$ cat config.mk
export PLATFORM = sky130hd
export DESIGN_NAME = mmu_ctl_reg
export DESIGN_NICKNAME = d
export VERILOG_FILES = /design/src/rtl/mmu_ctl_pkg.sv /design/src/rtl/mmu_repl_counter.sv /design/src/rtl/mmu_ctl_fields.sv /design/src/rtl/mmu_exc_gate.sv /design/src/rtl/mmu_ctl_reg.sv
export SDC_FILE = /design/constraint.sdc
export NUM_CORES = 1
export LEC_CHECK = 0
export ABC_AREA = 1
export BUFFER_PORTS_ARGS = -buffer_cell sky130_fd_sc_hd__buf_2
export CORE_MARGIN = 5
export CORE_UTILIZATION = 46
export CTS_BUF_LIST = sky130_fd_sc_hd__clkbuf_8
export DETAILED_ROUTE_END_ITERATION = 8
export GPL_ROUTABILITY_DRIVEN = 0
export PLACE_DENSITY = 0.82
export SYNTH_ARGS = -nofsm -noshare
export SYNTH_HDL_FRONTEND = slang
export SYNTH_SLANG_ARGS = --single-unit
export TNS_END_PERCENT = 100
$ cat constraint.sdc
create_clock -name clk -period 1.3 [get_ports clk]
set_clock_uncertainty 0.05 [all_clocks]
set_input_delay 0.065 -clock clk [delete_from_list [all_inputs] [get_ports clk]]
set_output_delay 0.065 -clock clk [all_outputs]
set_load 0.005 [all_outputs]
$ cat src/rtl/mmu_ctl_pkg.sv
// Package: field widths and bit positions of the MMU control word.
// Assumes the counter and boundary fields have the same width.
package mmu_ctl_pkg;
    parameter int IDX_W   = 6;
    localparam int REG_W   = 4 + 2 * IDX_W;
    localparam int POS_XEN = 0;
    localparam int POS_INV = 1;
    localparam int POS_SS  = 2;
    localparam int POS_SQP = 3;
    localparam int POS_BND = 4;
    localparam int POS_CNT = 4 + IDX_W;

    typedef struct packed {
        logic sq_priv;
        logic sspace;
        logic xen;
    } mode_bits_t;
endpackage

$ cat src/rtl/mmu_repl_counter.sv
// Module: replacement index counter.
// Load takes priority over stepping, and a hold input blocks stepping.
// The counter wraps to 0 at a nonzero bound. A value above the bound
// runs on to all ones and then rolls over naturally.
module mmu_repl_counter #(
    parameter int W = 6
) (
    input  logic         clk,
    input  logic         rst_n,
    input  logic         load,
    input  logic [W-1:0] load_val,
    input  logic         step,
    input  logic         hold,
    input  logic [W-1:0] bound,
    output logic [W-1:0] cnt
);
    logic         at_bound;
    logic [W-1:0] cnt_next;

    // Detect an active boundary match.
    always_comb begin
        at_bound = (bound != '0) && (cnt == bound);
    end

    // Choose the next counter value.
    always_comb begin
        cnt_next = cnt;
        if (load) begin
            cnt_next = load_val;
        end else if (step && !hold) begin
            cnt_next = at_bound ? '0 : cnt + 1'b1;
        end
    end

    // Counter register.
    always_ff @(posedge clk) begin
        if (!rst_n) begin
            cnt <= '0;
        end else begin
            cnt <= cnt_next;
        end
    end
endmodule

$ cat src/rtl/mmu_ctl_fields.sv
// Module: write decode, field storage, invalidate pulse and readback.
// Assumes a whole-word write strobe. The invalidate bit is not stored
// and always reads as 0.
module mmu_ctl_fields
    import mmu_ctl_pkg::*;
(
    input  logic             clk,
    input  logic             rst_n,
    input  logic             wr,
    input  logic [REG_W-1:0] wdata,
    input  logic [IDX_W-1:0] cnt,
    output logic [IDX_W-1:0] bound,
    output mode_bits_t       modes,
    output logic             inval,
    output logic [REG_W-1:0] rdata
);
    // Store the boundary and mode fields.
    always_ff @(posedge clk) begin
        if (!rst_n) begin
            bound <= '0;
            modes <= '0;
        end else if (wr) begin
            bound         <= wdata[POS_BND +: IDX_W];
            modes.xen     <= wdata[POS_XEN];
            modes.sspace  <= wdata[POS_SS];
            modes.sq_priv <= wdata[POS_SQP];
        end
    end

    // Pulse invalidate for one cycle after a write that sets the bit.
    always_ff @(posedge clk) begin
        if (!rst_n) begin
            inval <= 1'b0;
        end else begin
            inval <= wr && wdata[POS_INV];
        end
    end

    // Assemble the read view.
    always_comb begin
        rdata                      = '0;
        rdata[POS_XEN]             = modes.xen;
        rdata[POS_SS]              = modes.sspace;
        rdata[POS_SQP]             = modes.sq_priv;
        rdata[POS_BND +: IDX_W]    = bound;
        rdata[POS_CNT +: IDX_W]    = cnt;
    end
endmodule

$ cat src/rtl/mmu_exc_gate.sv
// Module: exception qualification from the mode bits.
// Purely combinational. The raw fault comes from outside the block.
module mmu_exc_gate
    import mmu_ctl_pkg::*;
(
    input  mode_bits_t modes,
    input  logic       sq_acc,
    input  logic       user_mode,
    input  logic       fault_raw,
    output logic       sq_err,
    output logic       fault
);
    // Qualify the store-queue error and the translation fault.
    always_comb begin
        sq_err = sq_acc && user_mode && modes.sq_priv;
        fault  = fault_raw && modes.xen;
    end
endmodule

$ cat src/rtl/mmu_ctl_reg.sv
// Module: top of the MMU control register with its replacement counter.
// Assumes at most one buffer access and one load-TLB per cycle.
module mmu_ctl_reg
    import mmu_ctl_pkg::*;
(
    input  logic             clk,
    input  logic             rst_n,
    input  logic             reg_wr,
    input  logic [REG_W-1:0] reg_wdata,
    output logic [REG_W-1:0] reg_rdata,
    input  logic             utlb_acc,
    input  logic             ldtlb_exec,
    input  logic             sq_acc,
    input  logic             user_mode,
    input  logic             xlat_fault_raw,
    output logic [IDX_W-1:0] repl_idx,
    output logic             inval_all,
    output logic             single_space,
    output logic             sq_priv_only,
    output logic             xlat_en,
    output logic             sq_addr_err,
    output logic             xlat_fault
);
    logic [IDX_W-1:0] bound_q;
    mode_bits_t       modes_q;

    mmu_repl_counter #(.W(IDX_W)) u_cnt (
        .clk      (clk),
        .rst_n    (rst_n),
        .load     (reg_wr),
        .load_val (reg_wdata[POS_CNT +: IDX_W]),
        .step     (utlb_acc),
        .hold     (ldtlb_exec),
        .bound    (bound_q),
        .cnt      (repl_idx)
    );

    mmu_ctl_fields u_fields (
        .clk   (clk),
        .rst_n (rst_n),
        .wr    (reg_wr),
        .wdata (reg_wdata),
        .cnt   (repl_idx),
        .bound (bound_q),
        .modes (modes_q),
        .inval (inval_all),
        .rdata (reg_rdata)
    );

    mmu_exc_gate u_exc (
        .modes     (modes_q),
        .sq_acc    (sq_acc),
        .user_mode (user_mode),
        .fault_raw (xlat_fault_raw),
        .sq_err    (sq_addr_err),
        .fault     (xlat_fault)
    );

    // Drive the mode outputs from the stored fields.
    always_comb begin
        single_space = modes_q.sspace;
        sq_priv_only = modes_q.sq_priv;
        xlat_en      = modes_q.xen;
    end
endmodule

==> results of run 1 <==
-- power by group through the flow --
stage / clock (mW) / combinational [mW] / sequential [mW]
after floorplan: 0 / 0.167 / 0.570
after global placement: 0 / 0.256 / 0.570
after detailed placement: 0 / 0.263 / 0.571
after CTS: 0.452 / 0.277 / 0.561
after global routing: 0.467 / 0.312 / 0.569
final: 0.460 / 0.279 / 0.563
-- layer usage --
| layer | global-route usage, % | up-vias | routed length (µm) |
|---|---|---|---|
| met2 | 30.7 | 37 | 1360 |
| met4 | 9.03 | 0 | 59 |
| met3 | 3.71 | 7 | 171 |
| met1 | 18.7 | 498 | 1140 |
| met5 | 0 | - | 0 |
| li1 | - | 550 | - |
-- cell families (layout without fill, tap and decap cells) --
logic type,after synthesis,after routing,share of synthesized area (%)
simple gates,67,67,31.2
fa+ha+maj,1,1,1.30
xor+xnor,2,2,1.82
other cells,1,1,0.390
flops,16,16,33.3
buf+inv,34,83,17.4
compound gates,28,28,14.6
-- registers in the layout (all words and copies together), names as in the netlist --
| name | count |
|---|---|
| u_cnt.cnt | 6 |
| u_fields.bound | 6 |
| u_fields.inval | 1 |
| u_fields.modes | 3 |
-- worst max-delay path, stage by stage (launching register included) --
cell and delay [ns]:
dfxtp_1 0.38, inv_1 0.07, nand2_1 0.05, nand2_1 0.05
nor2_1 0.18, nand4_4 0.15, nand2_1 0.09, a21oi_1 0.06
-- layout make-up --
| class | count | area (µm²) | share of cell area, % |
|---|---|---|---|
| Multi-Input combinational cell | 99 | 474 | 36.8 |
| Sequential cell | 16 | 329 | 25.5 |
| Timing Repair Buffer | 57 | 315 | 24.4 |
| Inverter | 22 | 82.6 | 6.40 |
| Clock buffer | 4 | 55.1 | 4.27 |
| Tap cell | 27 | 33.8 | 2.62 |
-- final timing paths --
kind | endpoint | from | slack (ns) | cells after the start
hold / removal | u_fields.bound[0]$_SDFFE_PN0P_ | reg_wdata[4] | 0.04 | 3
setup reg to reg | u_cnt.cnt[2]$_SDFFE_PN0P_ | u_fields.bound[4]$_SDFFE_PN0P_ | 0.1 | 7
hold reg to reg | u_fields.bound[1]$_SDFFE_PN0P_ | u_fields.bound[1]$_SDFFE_PN0P_ | 0.47 | 2
setup / recovery | u_cnt.cnt[2]$_SDFFE_PN0P_ | u_fields.bound[4]$_SDFFE_PN0P_ | 0.1 | 7
-- cells in the final DEF, fill, tap and decap left out --
cell type and count:
ha_1 1, dfxtp_4 1, inv_2 3, dfxtp_2 4
and3_1 1, o21ai_1 1, clkbuf_8 4, buf_2 50
conb_1 1, xor2_1 1, nand3_2 1, nor2_4 1
inv_1 18, buf_4 2, dfxtp_1 11, xnor2_1 1
nor2_1 19, nand3_1 4, nand2_2 1, o21ai_0 14
clkinv_1 1, a21oi_1 13, nor2_2 3, nand4_4 1
dlygate4sd3_1 5, nand2_1 36
-- through the flow --
| stage | power [mW] | worst slack (ns) | TNS (ns) | utilization (%) |
|---|---|---|---|---|
| 2_1_floorplan | 0.738 | 0.112 | 0 | - |
| 3_3_place_gp | 0.825 | 0.0249 | 0 | 59.3 |
| 3_5_place_dp | 0.834 | -0.00720 | -0.0152 | 59.3 |
| 4_1_cts | 1.29 | 0.0285 | 0 | 64.7 |
| 5_1_grt | 1.35 | 0.0214 | 0 | 65.1 |
| 6_report | 1.30 | 0.0990 | 0 | 65.1 |
-- what timing repair did --
item / CTS / global route
setup endpoints to repair: 5 / 6
hold buffers: 5 / 0
hold endpoints to repair: 5 / 0
resized for setup: 1 / 5
pin swaps: 0 / 0
==> results.json, run 1 <==
{
  "status": "finished, final reports clean",
  "synth_area_um2": 962,
  "syn_inst": 149,
  "ys_seq_elements": 16,
  "clkLatencyLatePin_ns": 0.26,
  "fmax_mhz": 833,
  "antenna_cells": 0,
  "cts_tree": "done",
  "synthArstFlopShare_pct": 0,
  "synth_edf_count": 0,
  "netlist.area_leader.share_pct": 33.3,
  "num-nets-final": 224,
  "seq_power_share_pct": 43.2,
  "peakVddDrop_mv": 0.681,
  "wire_per_inst_um": 12.2,
  "ys_top_cells_by_count": "nand2_1 (36), nor2_1 (19), inv_1 (18), dfxtp_1 (16), o21ai_0 (14)",
  "stdcell_count": 225,
  "placed_cell_area_um2": 1180,
  "drt_iter0_drc": 15,
  "p_leak_nw": 0.685,
  "start_kind": "flip-flop",
  "root_buffer": "clkbuf_8",
  "die_h_um": 55.7,
  "place_inst": 216,
  "grt_max_degree": 16,
  "core_area_um2": 1980,
  "grt_pass1_wl_mm": 4.35,
  "power_switching_mw": 0.379,
  "cts_buffer_depth": 2,
  "crit_arrival_ns": 1.29,
  "period_share_pct": 92.4,
  "route.vias.total": 1092,
  "gr-usage-all-layers_pct": 17.2,
  "die-area_um2": 3110,
  "initial_core_util_pct": 48.5,
  "hold_path_class": "primary input to flip-flop",
  "crit_fanout": 6,
  "synth_flop_cell": "dfxtp_1",
  "remaining_drc_errors": 0,
  "postLayoutCellArea_um2": 1290,
  "crit_type": "flip-flop to flip-flop",
  "clkSinkCount": 16,
  "ys_seq_area_share_pct": 33.3,
  "post-synth-top-count-cell": "nand2_1",
  "power_density_nw_per_um2": 1010,
  "drt-vias-per-instance": 4.85,
  "first_global_vias": 1048,
  "drive_gt1_share_pct": 35.9,
  "post-dp-hpwl_mm": 1.97,
  "routed_wl_mm": 2.74,
  "final_max_slew_viol_count": 0,
  "finalHoldViolations": 0,
  "syn_avg_cell_area_um2": 6.46,
  "synthesis.nets": 174,
  "cts_made_buffers": 3,
  "combPwrFrac_pct": 21.4,
  "synth_warnings": 0,
  "p_int_mw": 0.923,
  "synth_area_leaders": "dfxtp_1 (33%), nand2_1 (14%), buf_4 (7.8%)",
  "postCtsSetupBuffers": 0,
  "yosysUniqueCellTypes": 22,
  "fin_crit_ns": 1.20,
  "pin_count": 52,
  "gr-total-overflow": 0,
  "p_sw_share_pct": 29.1,
  "rows": 16,
  "critPathRequiredTime_ns": 1.39,
  "antenna_left": 0,
  "path_clk_slew_ns": 0.07,
  "cp-end-kind": "flip-flop",
  "antenna_found_initial": 0,
  "yosysTopAreaCell": "dfxtp_1",
  "setup_violations": 0,
  "rsz0062_at_grt": "no",
  "chipWidth_um": 55.7,
  "p_clk_share_pct": 35.4,
  "fillers": 185,
  "io_buffers": 50,
  "h-tree-depth": 1,
  "area_growth_pct": 34.1,
  "whs_ns": 0.0372,
  "drtPass1Iterations": 5,
  "cap_violations": 0
}
Note: power is estimated with default switching activity, not from simulation.
==> run 2, diff against run 1 <==
Settings changed: ABC_AREA 1 to 0, CORE_UTILIZATION 46 to 45.
==> run 2 against run 1 <==
The flow now finishes with violations (hold timing, setup timing). Sequential share of layout area shrank 0.94 points. Global-route usage up 0.27 points. Via count is 15% lower. Non-clock buffer count rose by 10. Die area is 3.0% lower. Critical path depth decreased by 2. Clock power shrank 3%.
==> results.json, run 2 <==
{
  "final_max_slew_viol_count": 0,
  "num-nets-final": 182,
  "clkSinkCount": 16,
  "hold_path_class": "primary input to flip-flop",
  "h-tree-depth": 1,
  "io_buffers": 50,
  "antenna_cells": 0,
  "status": "finished with violations",
  "fin_crit_ns": 1.70,
  "first_global_vias": 888,
  "period_share_pct": 131,
  "cp-end-kind": "flip-flop",
  "cts_made_buffers": 3,
  "synth_edf_count": 0,
  "ys_top_cells_by_count": "dfxtp_1 (16), nor2_1 (14), buf_4 (12), mux2i_1 (9), xnor2_1 (9)",
  "tns_ns": -2.03,
  "yosysUniqueCellTypes": 29,
  "fillers": 174,
  "synthAdderAreaFrac_pct": 1.38,
  "antenna_left": 0,
  "die_h_um": 54.9,
  "routed_wl_mm": 2.56,
  "rsz0062_at_grt": "yes",
  "fmax_mhz": 589,
  "violations": "hold timing, setup timing",
  "synth_warnings": 0,
  "syn_inst": 99,
  "final_common_cell": "buf_2",
  "path_clk_slew_ns": 0.07,
  "most-common-layout-cells": "buf_2 (50), nor2_1 (14), dfxtp_1 (13), buf_4 (11), mux2i_1 (9)",
  "setup_ws_ns": -0.397,
  "area_growth_pct": 45.4,
  "crit_type": "flip-flop to flip-flop",
  "drive_gt1_share_pct": 49.4,
  "drt_iter0_drc": 20,
  "drtPass1Iterations": 4,
  "post-dp-hpwl_mm": 1.86,
  "remaining_drc_errors": 0,
  "reg2reg_slack_ns": -0.40,
  "setup_violations": 6,
  "stdcell_count": 183,
  "pin_count": 52,
  "synth_mux_area_share_pct": 9.93,
  "place_inst": 172,
  "ys_seq_elements": 16,
  "crit_fanout": 4,
  "cp_cell_sequence": "or4_4 -> o311ai_4 -> buf_6 -> o211ai_4 -> o31ai_2",
  "wire_per_inst_um": 14.0,
  "netlist.area_leader.share_pct": 35.3,
  "die-area_um2": 3010,
  "synth_top_family_by_area": "compound AO/OA/AOI/OAI gates",
  "grt_max_degree": 15,
  "critPathRequiredTime_ns": 1.41,
  "synth-compound-area-share_pct": 16.0,
  "root_buffer": "clkbuf_8",
  "gr-total-overflow": 0,
  "post-synth-top-count-cell": "dfxtp_1",
  "worst-path-buf-inv": 1,
  "synthArstFlopShare_pct": 0,
  "initial_core_util_pct": 46.7,
  "dp_slack_ns": -0.385,
  "p_leak_nw": 0.667,
  "whs_ns": -0.00166,
  "synthXorXnorAreaFrac_pct": 9.66,
  "synthesis.nets": 124,
  "reg_top3": "u_cnt.cnt: 6 flops, u_fields.bound: 6 flops, u_fields.modes: 3 flops",
  "rows": 16,
  "core_area_um2": 1940,
  "synth_area_um2": 907,
  "antenna_found_initial": 0,
  "gr-usage-all-layers_pct": 17.5,
  "synth_flop_cell": "dfxtp_1",
  "cp_slowest_cell": "or4_4",
  "synth_simple_gate_area_share_pct": 15.6,
  "chipWidth_um": 54.9,
  "start_kind": "flip-flop",
  "crit_family": "compound AO/OA/AOI/OAI gates",
  "cpPeakStageDelay_ns": 0.53,
  "clkLatencyLatePin_ns": 0.26,
  "ys_seq_area_share_pct": 35.3,
  "cts_tree": "done",
  "yosysTopAreaCell": "dfxtp_1",
  "grt_pass1_wl_mm": 3.78,
  "cap_violations": 0,
  "syn_avg_cell_area_um2": 9.16,
  "cts_buffer_depth": 2,
  "crit_arrival_ns": 1.81,
  "peakVddDrop_mv": 0.611,
  "drt-vias-per-instance": 5.06,
  "synth_area_leaders": "dfxtp_1 (35%), mux2i_1 (9.9%), buf_4 (9.9%)",
  "power_density_nw_per_um2": 1020,
  "route.vias.total": 926,
  "finalHoldViolations": 1
}
run 2: path summary, 6_finish.rpt:
| path | start | to | depth (start not counted) |
|---|---|---|---|
| max | u_fields.bound[4]$_SDFFE_PN0P_ | u_cnt.cnt[5]$_SDFFE_PN0P_ | 5 |
| min | reg_wdata[4] | u_fields.bound[0]$_SDFFE_PN0P_ | 3 |
| max reg2reg | u_fields.bound[4]$_SDFFE_PN0P_ | u_cnt.cnt[5]$_SDFFE_PN0P_ | 5 |
| min reg2reg | u_fields.modes[1]$_SDFFE_PN0P_ | u_fields.modes[1]$_SDFFE_PN0P_ | 2 |
run 2: cell families (layout without fill, tap and decap cells):
kind of cell	Yosys count	in the layout
other	1	1
XOR/XNOR	10	10
adder cells (fa/ha/maj)	1	1
multiplexers	9	9
AND/OR/NAND/NOR	30	30
flip-flops	16	16
AO/OA/AOI/OAI	16	16
buffers and inverters	16	73
run 2: tightest hold or removal path, stage by stage:
cell and delay, ns:
buf_2 0.08, mux2i_1 0.06, nor2_1 0.07
run 2: timing repair:
item                       in CTS  in global routing
resized for setup               0                  4
setup endpoints to repair       6                  6
hold endpoints to repair        5                  0
hold buffers                    5                  0
pin swaps                       4                  1
setup buffers                   1                  1
run 2: report_power, final:
part	internal, mW	total, mW	switching [mW]
registers	0.524	0.549	0.0249
clock network	0.269	0.448	0.179
logic	0.189	0.354	0.165
run 2: metrics by stage:
stage                     utilization (%)  power (mW)  cell area (µm²)  hold WS (ns)
after floorplan                         -       0.756              911         0.146
after global placement               60.3       0.861             1170         0.250
after detailed placement             60.3       0.869             1170         0.257
after CTS                            66.1        1.33             1280       0.00114
after global routing                 67.9        1.41             1320        0.0129
final                                67.9        1.35             1320      -0.00166
run 2: final cells by class:
cell class / count / area (µm²) / area share [%]
multi-input cells: 67 / 504 / 38.2
repair buffers: 67 / 394 / 29.9
flip-flops and latches: 16 / 324 / 24.6
clock buffers: 4 / 55.1 / 4.17
well taps: 27 / 33.8 / 2.56
inverters: 2 / 7.51 / 0.569
run 2: routing by layer:
metal | GRT usage [%] | share of wire, % | up-vias
li1 | - | - | 444
met1 | 20.9 | 41 | 412
met2 | 29.5 | 47 | 65
met3 | 4.29 | 10 | 5
met4 | 7.29 | 2.0 | 0
met5 | 0 | 0 | -
